<file path="src/rtl/udma_burst_dev.sv">
module udma_burst_dev #(
  parameter int DW = 16,
  parameter int CW = 16
) (
  input  logic          clk,
  input  logic          rst_n,
  input  logic          dmack_n,
  input  logic          cs0_n,
  input  logic          cs1_n,
  input  logic          host_stop,
  input  logic          dir_in,
  input  logic          host_line,
  input  logic [DW-1:0] host_data,
  output logic [DW-1:0] dev_data,
  output logic          dev_oe,
  output logic          dev_strobe,
  output logic [DW-1:0] rx_data,
  output logic          rx_valid,
  input  logic          rx_ready,
  input  logic [DW-1:0] tx_data,
  input  logic          tx_valid,
  output logic          tx_ready,
  output logic [1:0]    phase,
  output logic [CW-1:0] word_count,
  output logic          overflow,
  output logic          prot_err
);

  typedef enum logic [1:0] {IDLE = 2'd0, OUT_B = 2'd1, IN_B = 2'd2, TERM = 2'd3} st_t;
  st_t st;

  logic [2:0] hl_q;
  logic [1:0] stp_q;

  wire line_s  = hl_q[1];
  wire tog     = hl_q[1] ^ hl_q[2];
  wire stop_s  = stp_q[1];
  wire enter   = !dmack_n && !stop_s;
  wire end_req = stop_s || dmack_n;
  wire take    = (st == OUT_B) && tog && (!rx_valid || rx_ready);
  wire lost    = (st == OUT_B) && tog && rx_valid && !rx_ready;
  wire send    = tx_valid && tx_ready;
  wire cs_bad  = !dmack_n && (!cs0_n || !cs1_n);

  assign tx_ready = (st == IN_B) && !line_s && !stop_s && !dmack_n;
  assign dev_oe   = (st == IN_B);
  assign phase    = st;

  always_ff @(posedge clk or negedge rst_n) begin
    if (!rst_n) begin
      hl_q  <= '0;
      stp_q <= '0;
    end else begin
      hl_q  <= {hl_q[1:0], host_line};
      stp_q <= {stp_q[0], host_stop};
    end
  end

  always_ff @(posedge clk or negedge rst_n) begin
    if (!rst_n) begin
      st         <= IDLE;
      word_count <= '0;
      overflow   <= 1'b0;
    end else begin
      case (st)
        IDLE: if (enter) begin
          st         <= dir_in ? IN_B : OUT_B;
          word_count <= '0;
          overflow   <= 1'b0;
        end
        OUT_B: begin
          if (take) word_count <= word_count + 1'b1;
          if (lost) overflow <= 1'b1;
          if (end_req) st <= TERM;
        end
        IN_B: begin
          if (send) word_count <= word_count + 1'b1;
          if (end_req) st <= TERM;
        end
        default: if (!rx_valid && dmack_n) st <= IDLE;
      endcase
    end
  end

  always_ff @(posedge clk or negedge rst_n) begin
    if (!rst_n) begin
      rx_valid <= 1'b0;
      rx_data  <= '0;
    end else begin
      if (rx_valid && rx_ready) rx_valid <= 1'b0;
      if (take) begin
        rx_valid <= 1'b1;
        rx_data  <= host_data;
      end
    end
  end

  always_ff @(posedge clk or negedge rst_n) begin
    if (!rst_n) begin
      dev_data   <= '0;
      dev_strobe <= 1'b0;
    end else if (send) begin
      dev_data   <= tx_data;
      dev_strobe <= ~dev_strobe;
    end
  end

  always_ff @(posedge clk or negedge rst_n) begin
    if (!rst_n) prot_err <= 1'b0;
    else if (cs_bad) prot_err <= 1'b1;
    else if (st == IDLE && enter) prot_err <= 1'b0;
  end


  perr_set_chk: assert property (@(posedge clk) disable iff (!rst_n)
    (!dmack_n && !cs0_n) |=> prot_err);


  no_entry_chk: assert property (@(posedge clk) disable iff (!rst_n)
    (st == IDLE && stop_s) |=> (st == IDLE));


  rx_hold_chk: assert property (@(posedge clk) disable iff (!rst_n)
    (rx_valid && !rx_ready) |=> (rx_valid && $stable(rx_data)));


  strobe_src_chk: assert property (@(posedge clk) disable iff (!rst_n)
    (dev_strobe != $past(dev_strobe)) |-> ($past(st) == IN_B));


  cnt_hold_chk: assert property (@(posedge clk) disable iff (!rst_n)
    (st == TERM) |=> $stable(word_count));


  drain_chk: assert property (@(posedge clk) disable iff (!rst_n)
    (st == TERM && rx_valid) |=> (st == TERM));

endmodule

</file>
<file path="config.mk">
export PLATFORM = sky130hd
export DESIGN_NAME = udma_burst_dev
export DESIGN_NICKNAME = d
export VERILOG_FILES = /design/src/rtl/udma_burst_dev.sv
export SDC_FILE = /design/constraint.sdc
export NUM_CORES = 1
export LEC_CHECK = 0
export BUFFER_PORTS_ARGS = -buffer_cell sky130_fd_sc_hd__buf_4
export CORE_AREA = 5 5 83 85
export CTS_BUF_LIST = sky130_fd_sc_hd__clkbuf_2 sky130_fd_sc_hd__clkbuf_4 sky130_fd_sc_hd__clkbuf_8
export DETAILED_ROUTE_END_ITERATION = 6
export DIE_AREA = 0 0 88 90
export GPL_ROUTABILITY_DRIVEN = 1
export MAX_ROUTING_LAYER = met4
export PLACE_DENSITY = 0.84
export SYNTH_ARGS = -nofsm -noshare
export SYNTH_HDL_FRONTEND = slang
export SYNTH_SLANG_ARGS = --single-unit
</file>
<file path="constraint.sdc">
create_clock -name clk -period 2 [get_ports clk]
set_clock_uncertainty 0.2 [all_clocks]
set_input_delay 0.6 -clock clk [delete_from_list [all_inputs] [get_ports clk]]
set_output_delay 0.6 -clock clk [all_outputs]
set_load 0.02 [all_outputs]
</file>
* Word level (Yosys, flattened, before mapping)
Index checks and enable logic that the tools add are counted.
** Operators by class
- Bitwise gates (word level) :: 2
- Reductions and logical operators :: 33
- Equal/unequal tests :: 7
- $add $sub $neg :: 1
- Mux-type cells :: 16
** Operators by type and width (number)
- 16-bit 2-to-1 mux :: 3
- 16-bit one-hot mux with 3 select lines :: 1
- 16-bit by 1-bit adder with 16-bit output, second input constant :: 1
- 1-bit logical AND :: 13
- 2-bit 2-to-1 mux :: 4
- 1-bit zero test :: 7
- 1-bit 2-to-1 mux :: 6
- 2-bit != test, second input constant :: 3
- 3-bit AND reduction :: 2
- 2-bit nonzero test :: 3
- 3-bit nonzero test :: 2
- 2-bit by 1-bit != test with 1-bit output, second input constant :: 2
- 2-bit one-hot mux with 2 select lines :: 1
- 4-bit AND reduction :: 1
- 1-bit logical OR :: 3
- 2-bit by 1-bit equality test with 1-bit output, second input constant :: 1
- 2-bit equality test, second input constant :: 1
- 2-bit zero test :: 1
- 1-bit one-hot mux with 2 select lines :: 1
- 2-bit OR reduction :: 1
- 1-bit NOT :: 1
- 1-bit bitwise XOR :: 1
** Word-level totals
- Bits in registers :: 59
- Logic and storage cells :: 69
- Output and inout port bits :: 56
- Bits of input ports :: 42

* Logic depth before layout (Yosys ltp)
Gate-level depths: netlist of run 1.
- Depth in word-level cells :: 7
- Gate-level depth with buffers :: 7
- Gate-level depth less buffers :: 5

* Worst setup path after synthesis of run 1
Ideal clock, no wire load.
- Path kind :: input to register
- From :: input port dmack_n
- To :: register dev_data[10]
- Slack :: -0.729 ns
- Stages :: 6
- Arrival time :: 2.405 ns
- Required time :: 1.675 ns
- Path through :: or2_1 clkbuf_1 nor3b_1 nand2_1 buf_2 mux2_2
** On the way
- Word-level cells in the longest chain between the ends :: 3
** Ends and longest elaborated chain
- start: declaration :: RTL line 7 : input logic dmack_n,
- 1-bit zero test :: RTL line 45 : assign tx_ready = (st == IN_B) && !line_s && !stop_s && !dmack_n;
- 1-bit logical AND :: RTL line 45
- net tx_ready :: RTL line 22 : output logic tx_ready,
- 1-bit logical AND :: RTL line 42 : wire send = tx_valid && tx_ready;
- end signal: assignment :: RTL line 103 : dev_data <= tx_data;
- end: declaration :: RTL line 14 : output logic [DW-1:0] dev_data,
The timed path passes the listed nets, and every way through them passes these cells.
A chain may end at the register's enable or synchronous reset.

* Worst setup path after layout of run 1
- From :: input port dmack_n
- To :: output port tx_ready
** On the way
- Word-level cells in the longest chain between the ends :: 2
** Ends and longest elaborated chain (RTL line)
- 1-bit zero test :: 45
- 1-bit logical AND :: 45
- end: declaration :: 22
No other way between the ends.

==> impl_metrics.json, run 1 <==
{
  "result_of_the_run": "complete, but fails checks",
  "violated_checks": "negative setup slack",
  "tritoncts_clock_tree": "yes",
  "firstDrtPassIters": 4,
  "worstPathCellList": "buf_6 > buf_6 > or2_4 > buf_6 > nor3b_4 > buf_6",
  "timing.critical_path.slowest_cell_delay_ps": 230,
  "ant_nets": 0,
  "total_leakage_power_nw": 2.01,
  "vias_in_the_first_global_route": 2648,
  "worst-r2r-setup-slack_ps": -200,
  "layout_setup_ws_ps": -311,
  "worstRegToRegCells": 5,
  "yosys_warnings": 0,
  "headroom_to_the_max_slew_limit": 0.636,
  "crit_path_max_fanout": 2,
  "gp_congestion": 0.834,
  "synthArstFlopShare": 1.00,
  "synth.area.top_cells": "sky130_fd_sc_hd__dfrtp_1 (54%), sky130_fd_sc_hd__mux2_2 (14%), sky130_fd_sc_hd__o221ai_2 (4.4%)",
  "antennaDiodeCount": 0,
  "grt_setup_unrepaired": "yes",
  "worstHoldStart": "stp_q[0]",
  "synth.avg_cell_area_um2": 12.0,
  "num-nets-final": 405,
  "synthesis.nets": 274,
  "detail_route.vias_per_cell": 5.46,
  "drt-initial-drc-count": 115,
  "period_minus_slack_ps": 2310,
  "worst-setup-path-type": "in -> out",
  "cts.path.max_buffers": 2,
  "ys_seq_area_frac": 0.544,
  "floorplan.die_area_mm2": 0.00792,
  "timing.final.crit_share": 1.16,
  "setup-violations-final": 22,
  "effective_utilization_at_floorplan": 0.443,
  "final_common_cell": "sky130_fd_sc_hd__buf_4",
  "power_per_cell_area_mw_per_mm2": 1860,
  "min_path_type": "reg -> reg",
  "clock.fmax_ghz": 0.433,
  "final_hold_viols": 0,
  "synth.largest_area_cell": "sky130_fd_sc_hd__dfrtp_1",
  "setup_total_negative_slack_ps": -3400,
  "cts_buffers": 9,
  "cts.clk_slew.worst_paths_ps": 70,
  "timing.hold.worst_path_depth": 0,
  "initial_antenna_violation_count": 0,
  "most-common-layout-cells": "sky130_fd_sc_hd__buf_4 (116), sky130_fd_sc_hd__dfrtp_1 (57), sky130_fd_sc_hd__mux2_2 (31)",
  "critPathArrivalTime_ps": 1510,
  "globalRoute.totalOverflow": 0,
  "max-vdd-ir-drop_uv": 1180,
  "detailed_place_hpwl_um": 5230,
  "max_cap_violations": 0,
  "combined_global_route_utilization_of_all_metal_layers": 0.209,
  "synth-main-ff-cell": "sky130_fd_sc_hd__dfrtp_1",
  "chipHeight_um": 90,
  "io_buffers": 97,
  "hold_path_end": "stp_q[1]",
  "core.rowCount": 29,
  "worstSkewPairLatency_ps": 340,
  "synth_largest_type_area_fraction": 0.544,
  "chipWidth_um": 88,
  "post_drt_wl_per_cell_um": 18.0,
  "worstReg2RegEnd": "word_count[3]",
  "drc": 0,
  "worstPathRequired_ps": 1200,
  "htree_levels": 3,
  "r2r_start": "hl_q[1]",
  "vias": 2401,
  "mappedNetlistArea_mm2": 0.00271,
  "report.power.total_mw": 8.00,
  "yosys_register_bits": 59,
  "category_of_the_worst_setup_path_capture_point": "output port",
  "grt_max_degree": 37,
  "syn2layout_area_growth_pct": 58.9,
  "crit_path_top_delay_cell": "sky130_fd_sc_hd__or2_4",
  "tightestPinTransition_ps": 542,
  "critical-path-top-delay-family": "buffers and inverters",
  "grt_first_pass_wirelength_um": 12500,
  "tritoncts_num_sinks": 59,
  "postSynthCellCount": 227,
  "fp.coreArea_mm2": 0.00613,
  "netlist-cell-type-count": 34,
  "num_io_pins": 98,
  "drt-total-wl_um": 7940,
  "drv_slew": 0,
  "crit_path_start_kind": "input port",
  "timing.critical_path.mode_cell": "sky130_fd_sc_hd__buf_6",
  "clock_tree.root_cell": "sky130_fd_sc_hd__clkbuf_8",
  "drive_gt1_frac": 0.576,
  "synth-edff-count": 0,
  "path_buf_inv": 4
}
[per-layer routing]
| layer | share of wire | vias up | track usage |
|---|---|---|---|
| met5 | 0 | - | - |
| met4 | 0.026 | 0 | 0.0972 |
| met3 | 0.069 | 23 | 0.0649 |
| met2 | 0.53 | 99 | 0.341 |
| met1 | 0.38 | 1189 | 0.231 |
| li1 | - | 1090 | - |
[Yosys cell counts, drive strengths merged, types with 2 or more instances]
cell,instances
a21o,2
a21oi,2
a221o,2
buf,3
clkbuf,8
dfrtp,59
ha,5
inv,7
mux2,34
nand2,21
nand2b,3
nand3,8
nand3b,11
nand4,4
nor2,7
nor3,4
nor4,3
o211ai,2
o21ai,20
o221ai,10
o311ai,2
or2,2
[report_power, final]
part	switching [mW]	leakage, nW	internal (mW)	total, mW
Combinational	2.33	1.16	2.13	4.46
Clock	0.492	0.126	0.863	1.36
Sequential	0.441	0.725	1.75	2.19
[metrics by stage]
stage / hold slack, ps / util / area, um2 / instances / setup WS [ps]
2_1_floorplan: 104 / - / 2750 / 227 / -343
3_3_place_gp: 133 / 0.605 / 3710 / 412 / -479
3_5_place_dp: 137 / 0.605 / 3710 / 412 / -543
4_1_cts: 147 / 0.688 / 4220 / 440 / -277
5_1_grt: 143 / 0.703 / 4310 / 440 / -358
6_report: 157 / 0.703 / 4310 / 440 / -311
[final cells by class]
| cell class | instances | area (um2) |
|---|---|---|
| sequential | 59 | 1480 |
| inverter | 7 | 26.3 |
| clock inverter | 6 | 113 |
| tap | 77 | 96.3 |
| fill | 420 | 1820 |
| timing repair buffer | 131 | 1120 |
| multi-input combinational | 150 | 1340 |
| clock buffer | 10 | 138 |
[worst max-delay path by stage]
stage	startpoint	endpoint	slack, ps	cells after the start
2_1_floorplan	dmack_n	word_count[12]	-340	6
3_3_place_gp	dmack_n	word_count[4]	-480	6
3_5_place_dp	dmack_n	word_count[4]	-540	6
4_1_cts	dmack_n	tx_ready	-280	6
5_1_grt	dmack_n	word_count[3]	-360	7
6_report	dmack_n	tx_ready	-310	6
[cell families (layout without fill, tap and decap cells)]
kind of cell	Yosys count	in the layout	share of synthesized area
simple gates	66	66	0.129
flops	59	59	0.544
fa+ha+maj	5	5	0.0231
xor+xnor	2	2	0.00646
mux	35	35	0.145
buf+inv	18	154	0.0309
compound gates	42	42	0.122
[flip-flops by register name, summed over array words and instances (netlist names)]
| signal | count |
|---|---|
| stp_q | 2 |
| dev_data | 16 |
| prot_err | 1 |
| word_count | 16 |
| dev_strobe | 1 |
| hl_q | 3 |
| rx_valid | 1 |
| overflow | 1 |
| rx_data | 16 |
| phase | 2 |
[timing repair]
item,in CTS,in global routing
cloned,3,0
hold buffers,1,0
endpoints found under the setup margin,34,38
buffers inserted,9,2
pin swaps,11,4
hold endpoints to repair,23,0
resized for setup,32,21
Note: power is estimated with default switching activity, not from simulation.
==> run 2, diff against run 1 <==
--- a/config.mk
+++ b/config.mk
@@ -6,13 +6,15 @@
 export NUM_CORES = 1
 export LEC_CHECK = 0
 export BUFFER_PORTS_ARGS = -buffer_cell sky130_fd_sc_hd__buf_4
-export CORE_AREA = 5 5 83 85
+export CELL_PAD_IN_SITES_DETAIL_PLACEMENT = 0
+export CELL_PAD_IN_SITES_GLOBAL_PLACEMENT = 1
+export CORE_AREA = 5 5 95 97
 export CTS_BUF_LIST = sky130_fd_sc_hd__clkbuf_2 sky130_fd_sc_hd__clkbuf_4 sky130_fd_sc_hd__clkbuf_8
 export DETAILED_ROUTE_END_ITERATION = 6
-export DIE_AREA = 0 0 88 90
+export DIE_AREA = 0 0 100 102
 export GPL_ROUTABILITY_DRIVEN = 1
 export MAX_ROUTING_LAYER = met4
-export PLACE_DENSITY = 0.84
+export PLACE_DENSITY = 0.82
 export SYNTH_ARGS = -nofsm -noshare
 export SYNTH_HDL_FRONTEND = slang
 export SYNTH_SLANG_ARGS = --single-unit
==> run 2 against run 1 <==
  * The flow still finishes with violations (negative setup slack)
  * Flip-flop and latch count did not move
  * Final cell count rose by 7.0%
  * Utilization is 17 points lower
  * First-iteration DRC count decreased by 25%
  * Global-route usage shrank 5.9 points
  * Sequential power down 2%
  * Highest routed layer unchanged
  * Sequential share of layout area is 0.20 points higher
  * Die area grew 29%
==> impl_metrics.json, run 2 (same netlist as run 1, synthesis figures left out) <==
{
  "grt_max_degree": 60,
  "post_drt_wl_per_cell_um": 16.0,
  "initial_antenna_violation_count": 0,
  "p_sw_mw": 3.12,
  "grt_setup_unrepaired": "yes",
  "drive_gt1_frac": 0.579,
  "headroom_to_the_max_slew_limit": 0.654,
  "num-nets-final": 409,
  "multi_input_gate_area_in_the_final_layout_mm2": 0.00131,
  "sequential_share_of_power": 0.288,
  "clock.fmax_ghz": 0.428,
  "detail_route.vias_per_cell": 4.92,
  "cells_after_dpl": 442,
  "path_buf_inv": 4,
  "cts_buffers": 9,
  "dp_worst_setup_slack_ps": -548,
  "combined_global_route_utilization_of_all_metal_layers": 0.151,
  "drt-initial-drc-count": 86,
  "layoutNonFillerInstCount": 471,
  "detailed_place.area_mm2": 0.00377,
  "finalInstanceArea_mm2": 0.00429,
  "most-common-layout-cells": "sky130_fd_sc_hd__buf_4 (119), sky130_fd_sc_hd__dfrtp_1 (57), sky130_fd_sc_hd__mux2_2 (33)",
  "crit_path_start_kind": "input port",
  "critical-path-top-delay-family": "buffers and inverters",
  "worstSkewPairLatency_ps": 330,
  "layout_setup_ws_ps": -338,
  "power_per_cell_area_mw_per_mm2": 1740,
  "vias_in_the_first_global_route": 2481,
  "result_of_the_run": "complete, but fails checks",
  "area.sequential_mm2": 0.00148,
  "filler_cell_count": 712,
  "antennaDiodeCount": 0,
  "fp.coreArea_mm2": 0.00805,
  "power.internal_mw": 4.36,
  "syn2layout_area_growth_pct": 58.0,
  "comb_power_share": 0.586,
  "gp_congestion": 0.765,
  "effective_utilization_at_floorplan": 0.337,
  "grt_first_pass_wirelength_um": 11900,
  "setup-violations-final": 33,
  "finish.utilization": 0.532,
  "report.power.total_mw": 7.48,
  "category_of_the_worst_setup_path_capture_point": "output port",
  "tightestPinTransition_ps": 514,
  "vias": 2318,
  "violated_checks": "negative setup slack",
  "core.rowCount": 33,
  "drt-total-wl_um": 7560,
  "timing.critical_path.mode_cell": "sky130_fd_sc_hd__buf_6",
  "ant_nets": 0,
  "globalRoute.totalOverflow": 0,
  "drv_slew": 0,
  "io_buffers": 97,
  "chipWidth_um": 100,
  "worst-setup-path-type": "in -> out",
  "worstPathRequired_ps": 1200,
  "period_minus_slack_ps": 2340,
  "htree_levels": 3,
  "max_cap_violations": 0,
  "crit_path_max_fanout": 2,
  "timing.final.crit_share": 1.17,
  "firstDrtPassIters": 4,
  "swShare": 0.417,
  "drc": 0,
  "worstPathCellList": "buf_6 > buf_6 > or2_4 > buf_6 > nor3b_4 > buf_6",
  "min_path_type": "in -> async",
  "tritoncts_clock_tree": "yes",
  "cts.clk_slew.worst_paths_ps": 70,
  "detailed_place_hpwl_um": 4810,
  "fin_hold_ws_ps": 57.5,
  "final_common_cell": "sky130_fd_sc_hd__buf_4",
  "critPathArrivalTime_ps": 1540,
  "cts.path.max_buffers": 2,
  "hold_buffers": 0,
  "chipHeight_um": 102,
  "tritoncts_num_sinks": 59,
  "max-vdd-ir-drop_uv": 943,
  "crit_path_top_delay_cell": "sky130_fd_sc_hd__or2_4",
  "clock_tree.root_cell": "sky130_fd_sc_hd__clkbuf_8",
  "clock_power_frac": 0.126,
  "num_io_pins": 98,
  "final_hold_viols": 0,
  "setup_total_negative_slack_ps": -5010,
  "floorplan.die_area_mm2": 0.0102,
  "total_leakage_power_nw": 1.97,
  "biggestRegsByFlops": "dev_data (16), rx_data (16), word_count (16)",
  "timing.critical_path.slowest_cell_delay_ps": 230
}
## run 2: cell count changes in the layout (fill, tap and decap cells not counted), sizes merged
| cell | delta |
|---|---|
| buf | +2 |
| bufinv | -3 |
| clkbuf | +3 |
| clkinvlp | +2 |
| dlygate4sd3 | -1 |
## run 2: final cells by class
cell class,count,area share
Sequential cell,59,0.345
Multi-Input combinational cell,150,0.304
Timing Repair Buffer,135,0.274
Clock buffer,10,0.0321
Tap cell,105,0.0306
Clock inverter,5,0.00701
Inverter,7,0.00671
## run 2: per-layer routing
layer  global-route usage  routed length (um)  vias up
li1                     -                   -     1096
met1                0.182                3240     1139
met2                0.238                3740       77
met3               0.0614                 550        6
met4               0.0363                  27        0
met5                    -                   0        -
## run 2: worst paths after layout
check / from / end / slack, ps / depth (start not counted)
max in group asynchronous: rst_n / phase[0] / 1280 / 2
min: rst_n / dev_data[2] / 60 / 2
max: dmack_n / tx_ready / -340 / 6
max reg2reg: stp_q[1] / word_count[3] / -210 / 7
min reg2reg: hl_q[0] / hl_q[1] / 140 / 0
min in group clk: hl_q[0] / hl_q[1] / 140 / 0
## run 2: power by group through the flow
stage / Sequential (mW) / Combinational, mW / Clock, mW
2_1_floorplan: 2.79 / 1.58 / 0
3_3_place_gp: 2.14 / 3.72 / 0
3_5_place_dp: 2.17 / 3.79 / 0
4_1_cts: 2.14 / 4.12 / 0.975
5_1_grt: 2.24 / 4.70 / 1.05
6_report: 2.15 / 4.38 / 0.943
## run 2: timing repair
item | in CTS | in global routing
setup buffers | 5 | 5
setup endpoints to repair | 18 | 40
gates resized for setup | 21 | 23
pin swaps | 8 | 3
endpoints found under the hold margin | 0 | 0
cloned | 1 | 3
==> run 3, diff against run 2 <==
==> constraint.sdc (replaced) <==
create_clock -name clk -period 2 [get_ports clk]
set_clock_uncertainty 0.2 [all_clocks]
set_input_delay 0.2 -clock clk [delete_from_list [all_inputs] [get_ports clk]]
set_output_delay 0.2 -clock clk [all_outputs]
set_load 0.02 [all_outputs]
==> run 3 against run 2 <==
  * The flow still finishes with violations (negative setup slack)
  * Critical path type is now reg -> reg
  * Utilization increased by 2.4 points
  * Critical path depth fell by 1
  * Maximum frequency increased by 7.3%
  * Sequential power up 2%
  * Total power rose by 2.5%
  * Clock-buffer cell count grew 1
  * Global-route usage rose by 2.2 points
  * Register-to-register slack improved by 30 ps
  * Die area did not move
  * Worst setup slack improved by 160 ps
  * Sequential share of layout area is 1.5 points lower
==> impl_metrics.json, run 3 (same netlist as run 1, synthesis figures left out) <==
{
  "max-vdd-ir-drop_uv": 919,
  "dp_worst_setup_slack_ps": -229,
  "vias_in_the_first_global_route": 2703,
  "power_per_cell_area_mw_per_mm2": 1710,
  "initial_antenna_violation_count": 0,
  "firstDrtPassIters": 4,
  "met2_wirelength_um": 4080,
  "most-common-layout-cells": "sky130_fd_sc_hd__buf_4 (123), sky130_fd_sc_hd__dfrtp_1 (57), sky130_fd_sc_hd__dlygate4sd3_1 (38)",
  "cts.path.max_buffers": 2,
  "antennaDiodeCount": 0,
  "timing.critical_path.slowest_cell_delay_ps": 510,
  "critical-path-top-delay-family": "simple AND/OR/NAND/NOR gates",
  "violated_checks": "negative setup slack",
  "headroom_to_the_max_slew_limit": 0.703,
  "detailed_place_hpwl_um": 5310,
  "vias": 2462,
  "wirelength_met1_um": 3530,
  "cts.clk_slew.worst_paths_ps": 70,
  "effective_utilization_at_floorplan": 0.337,
  "num-nets-final": 439,
  "ant_nets": 0,
  "grt_max_degree": 35,
  "min_path_type": "in -> reg",
  "result_of_the_run": "complete, but fails checks",
  "tritoncts_num_sinks": 59,
  "max_cap_violations": 0,
  "detailed_place.area_mm2": 0.00378,
  "combined_global_route_utilization_of_all_metal_layers": 0.173,
  "setup-violations-final": 16,
  "timing.final.crit_share": 1.09,
  "cts_buffers": 9,
  "drive_gt1_frac": 0.497,
  "drv_slew": 0,
  "num_io_pins": 98,
  "period_minus_slack_ps": 2180,
  "drt-total-wl_um": 8110,
  "grt_setup_unrepaired": "yes",
  "worstSkewPairLatency_ps": 330,
  "chipHeight_um": 102,
  "post_drt_wl_per_cell_um": 16.2,
  "worstPathRequired_ps": 2030,
  "crit_path_top_delay_cell": "sky130_fd_sc_hd__or4b_4",
  "crit_path_max_fanout": 7,
  "detail_route.vias_per_cell": 4.91,
  "path_buf_inv": 1,
  "category_of_the_worst_setup_path_capture_point": "register",
  "clock_tree.root_cell": "sky130_fd_sc_hd__clkbuf_8",
  "routed.top_layer": "met4",
  "layout_setup_ws_ps": -179,
  "io_buffers": 97,
  "tritoncts_clock_tree": "yes",
  "gp_congestion": 0.780,
  "biggestRegsByFlops": "dev_data (16), rx_data (16), word_count (16)",
  "htree_levels": 3,
  "total_leakage_power_nw": 2.07,
  "drc": 0,
  "chipWidth_um": 100,
  "core.rowCount": 33,
  "globalRoute.totalOverflow": 0,
  "worst-setup-path-type": "reg -> reg",
  "final_common_cell": "sky130_fd_sc_hd__buf_4",
  "worstPathCellList": "or4b_4 > a221o_1 > or2_4 > buf_6 > o311ai_4",
  "grt_first_pass_wirelength_um": 13300,
  "crit_path_start_kind": "register",
  "final_hold_viols": 0,
  "clock.fmax_ghz": 0.459,
  "syn2layout_area_growth_pct": 65.1,
  "fin_hold_ws_ps": 63.4,
  "dr_wl_met3_um": 455,
  "report.power.total_mw": 7.67,
  "finalInstanceArea_mm2": 0.00448,
  "fp.coreArea_mm2": 0.00805,
  "critPathArrivalTime_ps": 2200,
  "drt-initial-drc-count": 94,
  "floorplan.die_area_mm2": 0.0102,
  "tightestPinTransition_ps": 445
}
[run 3: changes by cell type in the layout (fill, tap and decap cells not counted), moves of 3 or more]
| cell | change |
|---|---|
| sky130_fd_sc_hd__clkinv_2 | -3 |
| sky130_fd_sc_hd__o21ai_0 | +7 |
| sky130_fd_sc_hd__bufinv_16 | +3 |
| sky130_fd_sc_hd__o21ai_1 | -5 |
| sky130_fd_sc_hd__buf_6 | -6 |
| sky130_fd_sc_hd__buf_4 | +4 |
| sky130_fd_sc_hd__dlygate4sd3_1 | +38 |
| sky130_fd_sc_hd__clkbuf_16 | -3 |
[run 3: timing repair]
action	CTS	global route
resized for setup	10	6
pin swaps	3	0
endpoints found under the hold margin	72	0
cloned	1	0
hold buffers	38	0
setup buffers	2	0
setup endpoints to repair	16	16
[run 3: per-stage QoR]
stage | cells | TNS [ps] | utilization
global route | 501 | -2600 | 0.557
global placement | 446 | -929 | 0.470
CTS | 502 | -2470 | 0.555
finish | 501 | -1600 | 0.557
floorplan | 227 | -2990 | -
detailed placement | 446 | -2040 | 0.470
[run 3: worst min-delay path, stage by stage]
cell and delay, ps:
sky130_fd_sc_hd__buf_4 80, sky130_fd_sc_hd__a21oi_1 60, sky130_fd_sc_hd__nor2_1 80, sky130_fd_sc_hd__mux2_2 140
[run 3: path summary, 6_finish.rpt]
| kind | depth (start not counted) | to | from | slack, ps |
|---|---|---|---|---|
| max | 5 | word_count[3] | hl_q[1] | -180 |
| min | 4 | phase[1] | dir_in | 60 |
| max reg2reg | 5 | word_count[3] | hl_q[1] | -180 |
| min reg2reg | 0 | stp_q[1] | stp_q[0] | 160 |
| max in group asynchronous | 3 | rx_data[5] | rst_n | 890 |
| min in group asynchronous | 2 | prot_err | rst_n | 180 |
[run 3: report_power, final]
part           leakage (nW)  internal, mW  switching (mW)
logic                  1.22          1.97            2.14
clock network         0.122         0.890           0.483
registers             0.725          1.75           0.436
[run 3: final cells by class]
type	count	area (um2)
multi-input combinational	150	1220
fill	681	3570
inverter	7	26.3
clock buffer	11	151
timing repair buffer	165	1380
tap	105	131
sequential	59	1480
clock inverter	4	97.6
[run 3: layer usage]
| metal | vias up | GRT usage |
|---|---|---|
| met5 | - | - |
| met4 | 0 | 0.0560 |
| met3 | 4 | 0.0464 |
| met2 | 81 | 0.282 |
| met1 | 1216 | 0.209 |
| li1 | 1161 | - |
